==> src/rtl/vc_credit_pkg.sv <==
package vc_credit_pkg;
  typedef enum logic [1:0] {
    VN_DED0   = 2'd0,
    VN_DED1   = 2'd1,
    VN_SHARED = 2'd2,
    VN_NONE   = 2'd3
  } vn_e;

  localparam int unsigned CLS_HOME = 1;
endpackage

==> src/rtl/vc_credit_ctr.sv <==
module vc_credit_ctr #(
  parameter int unsigned W  = 4,
  parameter int unsigned AW = 6
) (
  input  logic          clk,
  input  logic          rst_n,
  input  logic          load,
  input  logic [W-1:0]  load_val,
  input  logic          debit,
  input  logic [AW-1:0] debit_amt,
  input  logic          ret,
  input  logic [AW-1:0] ret_amt,
  output logic [W-1:0]  count,
  output logic          ovf
);
  localparam int unsigned SW = ((W > AW) ? W : AW) + 1;

  logic [W-1:0]  ceil_q;
  logic [W-1:0]  count_d, ceil_d;
  logic [SW-1:0] sum;

  always_comb begin
    sum     = SW'(count) + (ret ? SW'(ret_amt) : '0) - (debit ? SW'(debit_amt) : '0);
    ovf     = 1'b0;
    ceil_d  = ceil_q;
    count_d = count;
    if (load) begin
      count_d = load_val;
      ceil_d  = load_val;
    end else if (sum > SW'(ceil_q)) begin
      count_d = ceil_q;
      ovf     = 1'b1;
    end else begin
      count_d = W'(sum);
    end
  end

  always_ff @(posedge clk or negedge rst_n) begin
    if (!rst_n) begin
      count  <= '0;
      ceil_q <= '0;
    end else if (load || debit || ret) begin
      count  <= count_d;
      ceil_q <= ceil_d;
    end
  end
endmodule

==> src/rtl/vc_rr_arb.sv <==
module vc_rr_arb #(
  parameter int unsigned N     = 6,
  parameter int unsigned IDX_W = $clog2(N)
) (
  input  logic             clk,
  input  logic             rst_n,
  input  logic [N-1:0]     req,
  output logic [N-1:0]     gnt,
  output logic [IDX_W-1:0] idx,
  output logic             any
);
  logic [IDX_W-1:0] ptr_q;

  always_comb begin
    gnt = '0;
    idx = '0;
    any = 1'b0;
    for (int k = 1; k <= int'(N); k++) begin
      int j;
      j = (int'(ptr_q) + k) % int'(N);
      if (!any && req[j]) begin
        any    = 1'b1;
        gnt[j] = 1'b1;
        idx    = IDX_W'(j);
      end
    end
  end

  always_ff @(posedge clk or negedge rst_n) begin
    if (!rst_n) ptr_q <= IDX_W'(N - 1);
    else if (any) ptr_q <= idx;
  end
endmodule

==> src/rtl/vc_credit_sender.sv <==
module vc_credit_sender
  import vc_credit_pkg::*;
#(
  parameter int unsigned NUM_CLS = 6,
  parameter int unsigned CNT_W   = 4,
  parameter int unsigned POOL_W  = 6,
  parameter int unsigned LEN_W   = 4,
  parameter int unsigned CLS_W   = $clog2(NUM_CLS)
) (
  input  logic                     clk,
  input  logic                     rst_n,
  input  logic                     init_load,
  input  logic [NUM_CLS*CNT_W-1:0] init_vn0,
  input  logic [NUM_CLS*CNT_W-1:0] init_vn1,
  input  logic [POOL_W-1:0]        init_pool,
  input  logic [NUM_CLS-1:0]       req_valid,
  input  logic [NUM_CLS*LEN_W-1:0] req_len,
  output logic [NUM_CLS-1:0]       gnt,
  output logic [1:0]               gnt_vn,
  input  logic                     ret_valid,
  input  logic [1:0]               ret_vn,
  input  logic [CLS_W-1:0]         ret_cls,
  input  logic [POOL_W-1:0]        ret_amt,
  output logic                     cred_err
);
  localparam int unsigned IDX_W = $clog2(NUM_CLS);

  logic [CNT_W-1:0]  cnt0 [NUM_CLS];
  logic [CNT_W-1:0]  cnt1 [NUM_CLS];
  logic [POOL_W-1:0] pool;
  vn_e               sel_vn [NUM_CLS];
  logic [NUM_CLS-1:0] elig;
  logic [NUM_CLS-1:0] ovf0, ovf1;
  logic              ovf_pool;
  logic [IDX_W-1:0]  g_idx;
  logic              g_any;
  logic [POOL_W-1:0] g_len;
  logic              pool_debit, pool_ret;
  logic              err_d;

  generate
    for (genvar c = 0; c < NUM_CLS; c++) begin : g_cls
      logic [POOL_W-1:0] len_c;
      logic ok_sh, ok0, ok1, ret_here;
      assign len_c    = POOL_W'(req_len[c*LEN_W +: LEN_W]);
      assign ok_sh    = (pool >= len_c);
      assign ok0      = (cnt0[c] != '0);
      assign ok1      = (cnt1[c] != '0);
      assign elig[c]  = req_valid[c] && !init_load && (ok_sh || ok0 || ok1);
      assign sel_vn[c] = ok_sh ? VN_SHARED : (ok0 ? VN_DED0 : VN_DED1);
      assign ret_here = ret_valid && (ret_cls == CLS_W'(c));

      vc_credit_ctr #(.W(CNT_W), .AW(POOL_W)) u_vn0 (
        .clk(clk), .rst_n(rst_n), .load(init_load),
        .load_val(init_vn0[c*CNT_W +: CNT_W]),
        .debit(gnt[c] && (sel_vn[c] == VN_DED0)), .debit_amt(POOL_W'(1)),
        .ret(ret_here && (ret_vn == VN_DED0)), .ret_amt(ret_amt),
        .count(cnt0[c]), .ovf(ovf0[c]));

      vc_credit_ctr #(.W(CNT_W), .AW(POOL_W)) u_vn1 (
        .clk(clk), .rst_n(rst_n), .load(init_load),
        .load_val(init_vn1[c*CNT_W +: CNT_W]),
        .debit(gnt[c] && (sel_vn[c] == VN_DED1)), .debit_amt(POOL_W'(1)),
        .ret(ret_here && (ret_vn == VN_DED1)), .ret_amt(ret_amt),
        .count(cnt1[c]), .ovf(ovf1[c]));
    end
  endgenerate

  vc_rr_arb #(.N(NUM_CLS), .IDX_W(IDX_W)) u_arb (
    .clk(clk), .rst_n(rst_n), .req(elig), .gnt(gnt), .idx(g_idx), .any(g_any));

  always_comb begin
    g_len      = POOL_W'(req_len[g_idx*LEN_W +: LEN_W]);
    gnt_vn     = g_any ? sel_vn[g_idx] : VN_NONE;
    pool_debit = g_any && (sel_vn[g_idx] == VN_SHARED);
    pool_ret   = ret_valid && (ret_vn == VN_SHARED);
  end

  vc_credit_ctr #(.W(POOL_W), .AW(POOL_W)) u_pool (
    .clk(clk), .rst_n(rst_n), .load(init_load), .load_val(init_pool),
    .debit(pool_debit), .debit_amt(g_len),
    .ret(pool_ret), .ret_amt(ret_amt),
    .count(pool), .ovf(ovf_pool));

  always_comb err_d = cred_err || ovf_pool || (|ovf0) || (|ovf1);

  always_ff @(posedge clk or negedge rst_n) begin
    if (!rst_n) cred_err <= 1'b0;
    else        cred_err <= err_d;
  end
endmodule

==> config.mk <==
export PLATFORM = sky130hd
export DESIGN_NAME = vc_credit_sender
export DESIGN_NICKNAME = d
export VERILOG_FILES = /design/src/rtl/vc_credit_pkg.sv /design/src/rtl/vc_credit_ctr.sv /design/src/rtl/vc_rr_arb.sv /design/src/rtl/vc_credit_sender.sv
export SDC_FILE = /design/constraint.sdc
export NUM_CORES = 1
export LEC_CHECK = 0
export ABC_AREA = 1
export BUFFER_PORTS_ARGS = -buffer_cell sky130_fd_sc_hd__buf_2
export CAP_MARGIN = 20
export CORE_ASPECT_RATIO = 1.2
export CORE_MARGIN = 8
export CORE_UTILIZATION = 35
export CTS_BUF_LIST = sky130_fd_sc_hd__clkbuf_8
export DETAILED_ROUTE_END_ITERATION = 8
export PLACE_DENSITY = 0.48
export SLEW_MARGIN = 20
export SYNTH_ARGS = -nofsm -noshare
export SYNTH_HDL_FRONTEND = slang
export SYNTH_HIERARCHICAL = 1
export SYNTH_SLANG_ARGS = --single-unit
==> constraint.sdc <==
create_clock -name clk -period 8.2 [get_ports clk]
set_input_delay 0.41 -clock clk [delete_from_list [all_inputs] [get_ports clk]]
set_output_delay 0.41 -clock clk [all_outputs]
set_load 0.02 [all_outputs]
==> summary.txt, run 1 <==
Timing
  – Slew headroom: 26.4%
  – Final min period: 7310 ps
  – Hold Violations, Final: 0
  – Worst-Margin Slew: ~1100 ps
  – Setup TNS: 0 ps
  – Worst Skew: 18.7 ps
  – Slew Limit Fails: 0
  – Final setup viols: 0
  – Fin crit share: 89.1%
  – Fmax: 0.137 GHz
  – Worst Hold Slack: about 80 ps
  – RSZ-0062 raised after global routing: no

Finish
  – Register Area: 2810 µm²
  – Fin nets: 3197
  – Fillers: 5440
  – Core Util, Final: 38.7%
  – P&R area growth vs syn: 10.1%
  – Ratio of cells with drive above 1 in the final layout: about 15%
  – Commonest non-fill, non-tap cell in the layout: nand2_1
  – Most frequent cells in the layout: nand2_1 (634), inv_1 (551), nand3_1 (265)
  – Multi-input logic area: 12700 µm²

Drt
  – Max layer used: met5
  – Metal1 wirelength: 23900 µm
  – Routed Wire Length: 53900 µm
  – Final ANT Viol Nets: 0
  – First DRT Iteration DRCs: 830
  – Wire length on met3: 2590 µm
  – Met2 routed WL: between 20000 and 30000 µm
  – Via count: between 15000 and 20000
  – Drt drc: 0
  – DR vias/cell: around 4.8
  – Drt wl/cell: 15.5 µm
  – TritonRoute pass-1 iters: 7

GRT
  – Gr ovfl total: 0
  – First-pass GRT wire length: around 87000 µm
  – Number of global-route vias before repair: 16700
  – Largest net degree at the start of global routing: 75
  – Initial antenna violation count: 5
  – Total Routing Usage GR: 19.0%

Worst setup path
  – Critical path peak fanout: 18
  – R2R Path Start: u_pool/count[0]
  – Worst Path Arrival: 7610 ps
  – CP endpoint kind: flip-flop
  – Most used cell, CP: nand2_1
  – Reg2Reg Depth: 41
  – WP data required: 8500 ps
  – Worst R2R End: cred_err
  – Critical Path Source Type: flip-flop
  – Critical path class: reg -> reg
  – CP peak stage delay: roughly 530 ps
  – Reg2reg setup slack: 890 ps
  – Slowest CP cell: fa_1

Clocking
  – Clock buffer depth: 2
  – Num Clock Sinks: about 110
  – Resized cells post-CTS: 0
  – Clock slew at reported path FFs: around 120 ps
  – Skew-Pair Late Insertion Delay: about 460 ps
  – H-tree levels: 3
  – Root Buffer Master: clkbuf_8
  – Post-CTS Setup Bufs: 0
  – TritonCTS clock tree: done
  – TritonCTS Buffers: 9
  – Cts hold-fix bufs: 0

Logic synthesis
  – Share of the synthesized area in the top cell type: 15.6%
  – Synth async-reset ratio: 100%
  – Seq cells post-synth: 112
  – Synth area leaders: dfrtp_1 (16%), ha_1 (15%), nand2_1 (14%), inv_1 (12%), nand3_1 (7.5%)
  – Syn Area/Cell: 6.65 µm²
  – Post-synth EDFFs: 0
  – Synth unique cells: 56
  – Warnings, synthesis: 6
  – Seq/Total Area, Yosys: 15.9%
  – Post-synth top flop: dfrtp_1
  – Cells after Synth: roughly 2600
  – Post-Syn Area: around 18000 µm²
  – Leading area contributor after synthesis: dfrtp_1

Min path
  – Worst hold path class: in -> async

Floorplanning
  – Boundary Pins: 108
  – Site row count: 90
  – Core footprint: 50000 µm²
  – Initial core utilization: 35.2%
  – Die Wd: 221 µm
  – Die area: roughly 58000 µm²
  – Die Y: 262 µm

Place
  – Final HPWL DP: between 40000 and 50000 µm
  – PortBufs: ~110
  – Global placer's final weighted congestion: 0.927

Job
  – Max-Cap Viols: 0

Status
  – Status: completed
## synthesized netlist by cell type (21+ instances only)
cell type and instances:
nand2_2 91, nor2_1 174, nor3_1 26, inv_1 549
dfrtp_1 110, nand3_2 32, a21oi_2 65, nand2_4 21
ha_1 214, nand4_1 63, a21oi_1 107, nand2_1 634
fa_1 54, o21ai_0 81, nand3_1 265
## worst max-delay path by stage
stage                                from        to  cells after the start
after floorplan            u_arb/ptr_q[0]  cred_err                     43
after global placement     u_arb/ptr_q[0]  cred_err                     41
after detailed placement   u_arb/ptr_q[0]  cred_err                     40
after CTS                 u_pool/count[0]  cred_err                     41
after global routing       u_arb/ptr_q[0]  cred_err                     42
final                     u_pool/count[0]  cred_err                     41
## critical path: cells and delay by family, from the launching register on
kind	cells	cell delay [ps]
AO/OA/AOI/OAI	5	910
XOR/XNOR	1	180
AND/OR/NAND/NOR	26	3350
flip-flops	1	420
buffers and inverters	5	690
adder cells (fa/ha/maj)	4	1600
## per-stage QoR
| step | setup WS [ps] | instance area [µm²] | std cells |
|---|---|---|---|
| floorplan | 1760 | 17900 | 2716 |
| global placement | 988 | 19200 | 3463 |
| detailed placement | 939 | 19200 | 3463 |
| CTS | 875 | 19400 | 3479 |
| global route | 198 | 19400 | 3480 |
| finish | 894 | 19400 | 3482 |
## layer usage
metal  global-route usage, %  vias to the layer above
li1                        -                     8683
met1                    23.7                     7745
met2                    33.3                      285
met3                    2.98                       67
met4                    6.01                        4
met5                       0                        -
## flip-flops by register name, summed over array words and instances, names as in the netlist
signal and count:
cred_err 1, g_cls.u_vn0/ceil_q 24, g_cls.u_vn0/count 24, g_cls.u_vn1/ceil_q 24
g_cls.u_vn1/count 24, u_arb/ptr_q 3, u_pool/ceil_q 6, u_pool/count 6
## layout make-up
| class | count | share of cell area (%) |
|---|---|---|
| Multi-Input combinational cell | 2015 | 65.7 |
| Antenna cell | 3 | 0.0388 |
| Sequential cell | 112 | 14.5 |
| Tap cell | 644 | 4.16 |
| Timing Repair Buffer | 128 | 3.62 |
| Clock inverter | 6 | 0.304 |
| Clock buffer | 10 | 0.711 |
| Inverter | 564 | 11.0 |
## kinds of logic after synthesis
logic type / share of synthesized area [%]
AOI/OAI and AO/OA: 10.3
and+or+nand+nor: 38.2
buffers and inverters: 13.3
xor gates and xnor gates: 0.747
muxes: 0.114
adders and majority gates: 21.4
other: 0.0427
DFF: 15.9
Power of run 1 is not shown: default switching activity piles up to over one toggle a cycle in this logic, so the estimate is an artifact.
==> inputs of run 2 (changes only) <==
--- a/config.mk
+++ b/config.mk
@@ -5,7 +5,7 @@
 export SDC_FILE = /design/constraint.sdc
 export NUM_CORES = 1
 export LEC_CHECK = 0
-export ABC_AREA = 1
+export ABC_AREA = 0
 export BUFFER_PORTS_ARGS = -buffer_cell sky130_fd_sc_hd__buf_2
 export CAP_MARGIN = 20
 export CORE_ASPECT_RATIO = 1.2
==> run 2 against run 1 <==
  * Global-route usage grew 0.79 points
  * Utilization increased by 1.3 points
  * Largest cell class unchanged
  * Flip-flop and latch count unchanged
  * Register-to-register slack got worse by 450 ps
  * Clock skew hardly changed
  * Cell count shrank 21%
  * Worst hold slack better by 84 ps
  * Maximum frequency shrank 5.8%
  * Non-clock buffer count up 47
  * Cell area down 5.5%
==> summary.txt, run 2 <==
Logic synthesis
  – Synth unique cells: 96 (+71%)
  – Most common library cells after synthesis: ha_1 (214), inv_1 (188), nand2_1 (186)
  – Seq/Total Area, Yosys: 17.4% (+1.4 points)
  – Post-Syn Area: 16200 µm² (-8.1%)
  – Synth async-reset ratio: 100% (unchanged)
  – Multiplexer area fraction after synthesis: 3.64% (+3.5 points)
  – Share of the synthesized area in the top cell type: 17.0% (+1.4 points)
  – Cells after Synth: 1945 (-26%)
  – Post-Synth XOR/XNOR Area: 2.10% (+1.4 points)
  – Leading area contributor after synthesis: dfrtp_1
  – Largest family of logic cells by synthesized area: compound AO/OA/AOI/OAI gates
  – Warnings, synthesis: 6 (unchanged)
  – Post-synthesis compound-gate area fraction: 23.6% (+13 points)
  – Adder-Cell Fraction of Synth Area: 23.2% (+1.9 points)
  – Synth area leaders: dfrtp_1 (17%), ha_1 (17%), fa_1 (6.7%), inv_1 (4.4%), nand2_1 (4.3%)
  – Post-Synth Simple-Gate Area: 23.5% (-15 points)
  – Seq cells post-synth: 112 (unchanged)
  – Post-synth EDFFs: 0 (unchanged)
  – Most numerous cell in the Yosys netlist: ha_1
  – Syn Area/Cell: 8.31 µm² (+25%)
  – Post-synth top flop: dfrtp_1

Job
  – Max-Cap Viols: 0 (unchanged)

Timing
  – Fin crit share: 94.6% (+5.5 points)
  – Final setup viols: 0 (unchanged)
  – Worst Hold Slack: 164 ps (+84.4 ps)
  – Fmax: 0.129 GHz (-5.8%)
  – Worst Skew: 19.0 ps (+0.254 ps)
  – Slew Limit Fails: 0 (unchanged)
  – Setup TNS: 0 ps (unchanged)
  – RSZ-0062 raised after global routing: no
  – Final min period: 7760 ps (+450 ps)
  – Hold Violations, Final: 0 (unchanged)
  – Slew headroom: 37.1% (+11 points)
  – Worst-Margin Slew: 941 ps (-153 ps)

Worst setup path
  – Crit path from: u_pool/count[3]
  – Worst Path Arrival: 8100 ps (+490 ps)
  – Reg2reg setup slack: 440 ps (-450 ps)
  – Worst R2R End: cred_err
  – Crit path buf inv count: 3 (-2)
  – Reg2Reg Depth: 31 (-24%)
  – WP data required: 8540 ps (+40 ps)
  – Critical path class: reg -> reg
  – Critical path peak fanout: 12 (-6)
  – R2R Path Start: u_pool/count[3]
  – Most used cell, CP: a21o_1
  – WP depth: 31 (-24%)
  – Slowest CP cell: mux4_2
  – End of the critical path: cred_err
  – CP endpoint kind: flip-flop
  – CP peak stage delay: 520 ps (about the same)
  – Top Family by Delay on Critical Path: compound AO/OA/AOI/OAI gates
  – Critical Path Source Type: flip-flop

GRT
  – First-pass GRT wire length: 84400 µm (-3.0%)
  – Initial antenna violation count: 6 (+1)
  – Total Routing Usage GR: 19.8% (+0.79 points)
  – Gr ovfl total: 0 (unchanged)
  – Largest net degree at the start of global routing: 63 (-16%)
  – Number of global-route vias before repair: 15500 (-7.0%)

Finish
  – Most frequent cells in the layout: ha_1 (214), inv_1 (186), nand2_1 (186)
  – Final Non-Filler Cells: 2762 (-21%)
  – Fin nets: 2505 (-22%)
  – Commonest non-fill, non-tap cell in the layout: ha_1
  – P&R area growth vs syn: 13.2%
  – Ratio of cells with drive above 1 in the final layout: 13.3% (-1.9 points)

Place
  – PortBufs: 107 (unchanged)
  – Final HPWL DP: 41600 µm (-7.3%)
  – Global placer's final weighted congestion: 0.929 (+0.25%)
  – Placed cell count: 2739 (-21%)

Min path
  – Worst hold path class: in -> reg

Floorplanning
  – Boundary Pins: 108 (unchanged)
  – Die Wd: 212 µm (-3.8%)
  – Core footprint: 45700 µm² (-8.5%)
  – Site row count: 86 (-4.4%)
  – Die area: 53400 µm² (-7.6%)
  – Initial core utilization: 35.4% (+0.16 points)
  – Die Y: 251 µm (-3.9%)

Drt
  – DR vias/cell: 5.55 (+15%)
  – Final ANT Viol Nets: 0 (unchanged)
  – First DRT Iteration DRCs: 857 (+3.3%)
  – Via count: 15300 (-8.6%)
  – Drt drc: 0 (unchanged)
  – Routed Wire Length: 52700 µm (-2.2%)
  – TritonRoute pass-1 iters: 6 (-1)
  – Drt wl/cell: 19.1 µm (+23%)

Clocking
  – Root Buffer Master: clkbuf_8
  – TritonCTS clock tree: done
  – Skew-Pair Late Insertion Delay: 470 ps (about the same)
  – Clock slew at reported path FFs: 120 ps (about the same)
  – H-tree levels: 3 (unchanged)
  – Clock buffer depth: 2 (unchanged)
  – TritonCTS Buffers: 9 (unchanged)
  – Num Clock Sinks: 112 (unchanged)

Status
  – Status: completed
## run 2: worst min-delay path, cell delays in order
cell and delay (ps):
buf_2 70, nand2_1 50, o21ai_0 70
## run 2: cell families after synthesis
kind of cell	after synthesis
AND/OR/NAND/NOR	700
multiplexers	48
adder cells (fa/ha/maj)	268
buffers and inverters	255
other	2
XOR/XNOR	38
AO/OA/AOI/OAI	522
flip-flops	112
## run 2: cell type report
cell class,instances,area (µm²)
Tap cell,616,771
Fill cell,4783,27400
Inverter,190,713
Antenna cell,3,7.51
Timing Repair Buffer,175,1070
Multi-Input combinational cell,1650,12700
Clock buffer,10,138
Sequential cell,112,2810
Clock inverter,6,48.8
## run 2: layer usage
layer | vias up | share of wire (%) | global-route usage, %
li1 | 7532 | - | -
met4 | 4 | 3.3 | 7.55
met3 | 95 | 4.4 | 3.23
met5 | - | 0.046 | 0
met2 | 318 | 48 | 33.6
met1 | 7388 | 44 | 25.0
## run 2: what timing repair did
action | in CTS | in global routing
setup buffers | 0 | 3
hold endpoints to repair | 48 | 0
hold buffers | 1 | 0
cloned | 0 | 0
setup endpoints to repair | 1 | 7
gates resized for setup | 2 | 28
pin swaps | 0 | 5
## run 2: how the worst min path moves through the flow
stage                      start                        to  slack [ps]  cells past startpoint
finish              init_pool[4]          u_pool/ceil_q[4]         160                      3
global placement           rst_n  g_cls[4].u_vn1/ceil_q[1]         420                      1
floorplan                  rst_n                  cred_err         110                      0
CTS                  init_vn0[7]  g_cls[1].u_vn0/ceil_q[3]         120                      3
global route        init_pool[4]          u_pool/ceil_q[4]         150                      3
detailed placement         rst_n  g_cls[4].u_vn1/ceil_q[1]         420                      1
## run 2: per-stage QoR
stage | instance area (µm²) | utilization [%] | worst slack [ps]
finish | 18300 | 40.0 | 444
global route | 18300 | 40.0 | 8.80
CTS | 18100 | 39.6 | 49.0
detailed placement | 17900 | 39.2 | -41.9
global placement | 17900 | 39.2 | 212
floorplan | 16400 | - | 36.0
Power of run 2 is left out for the same reason.
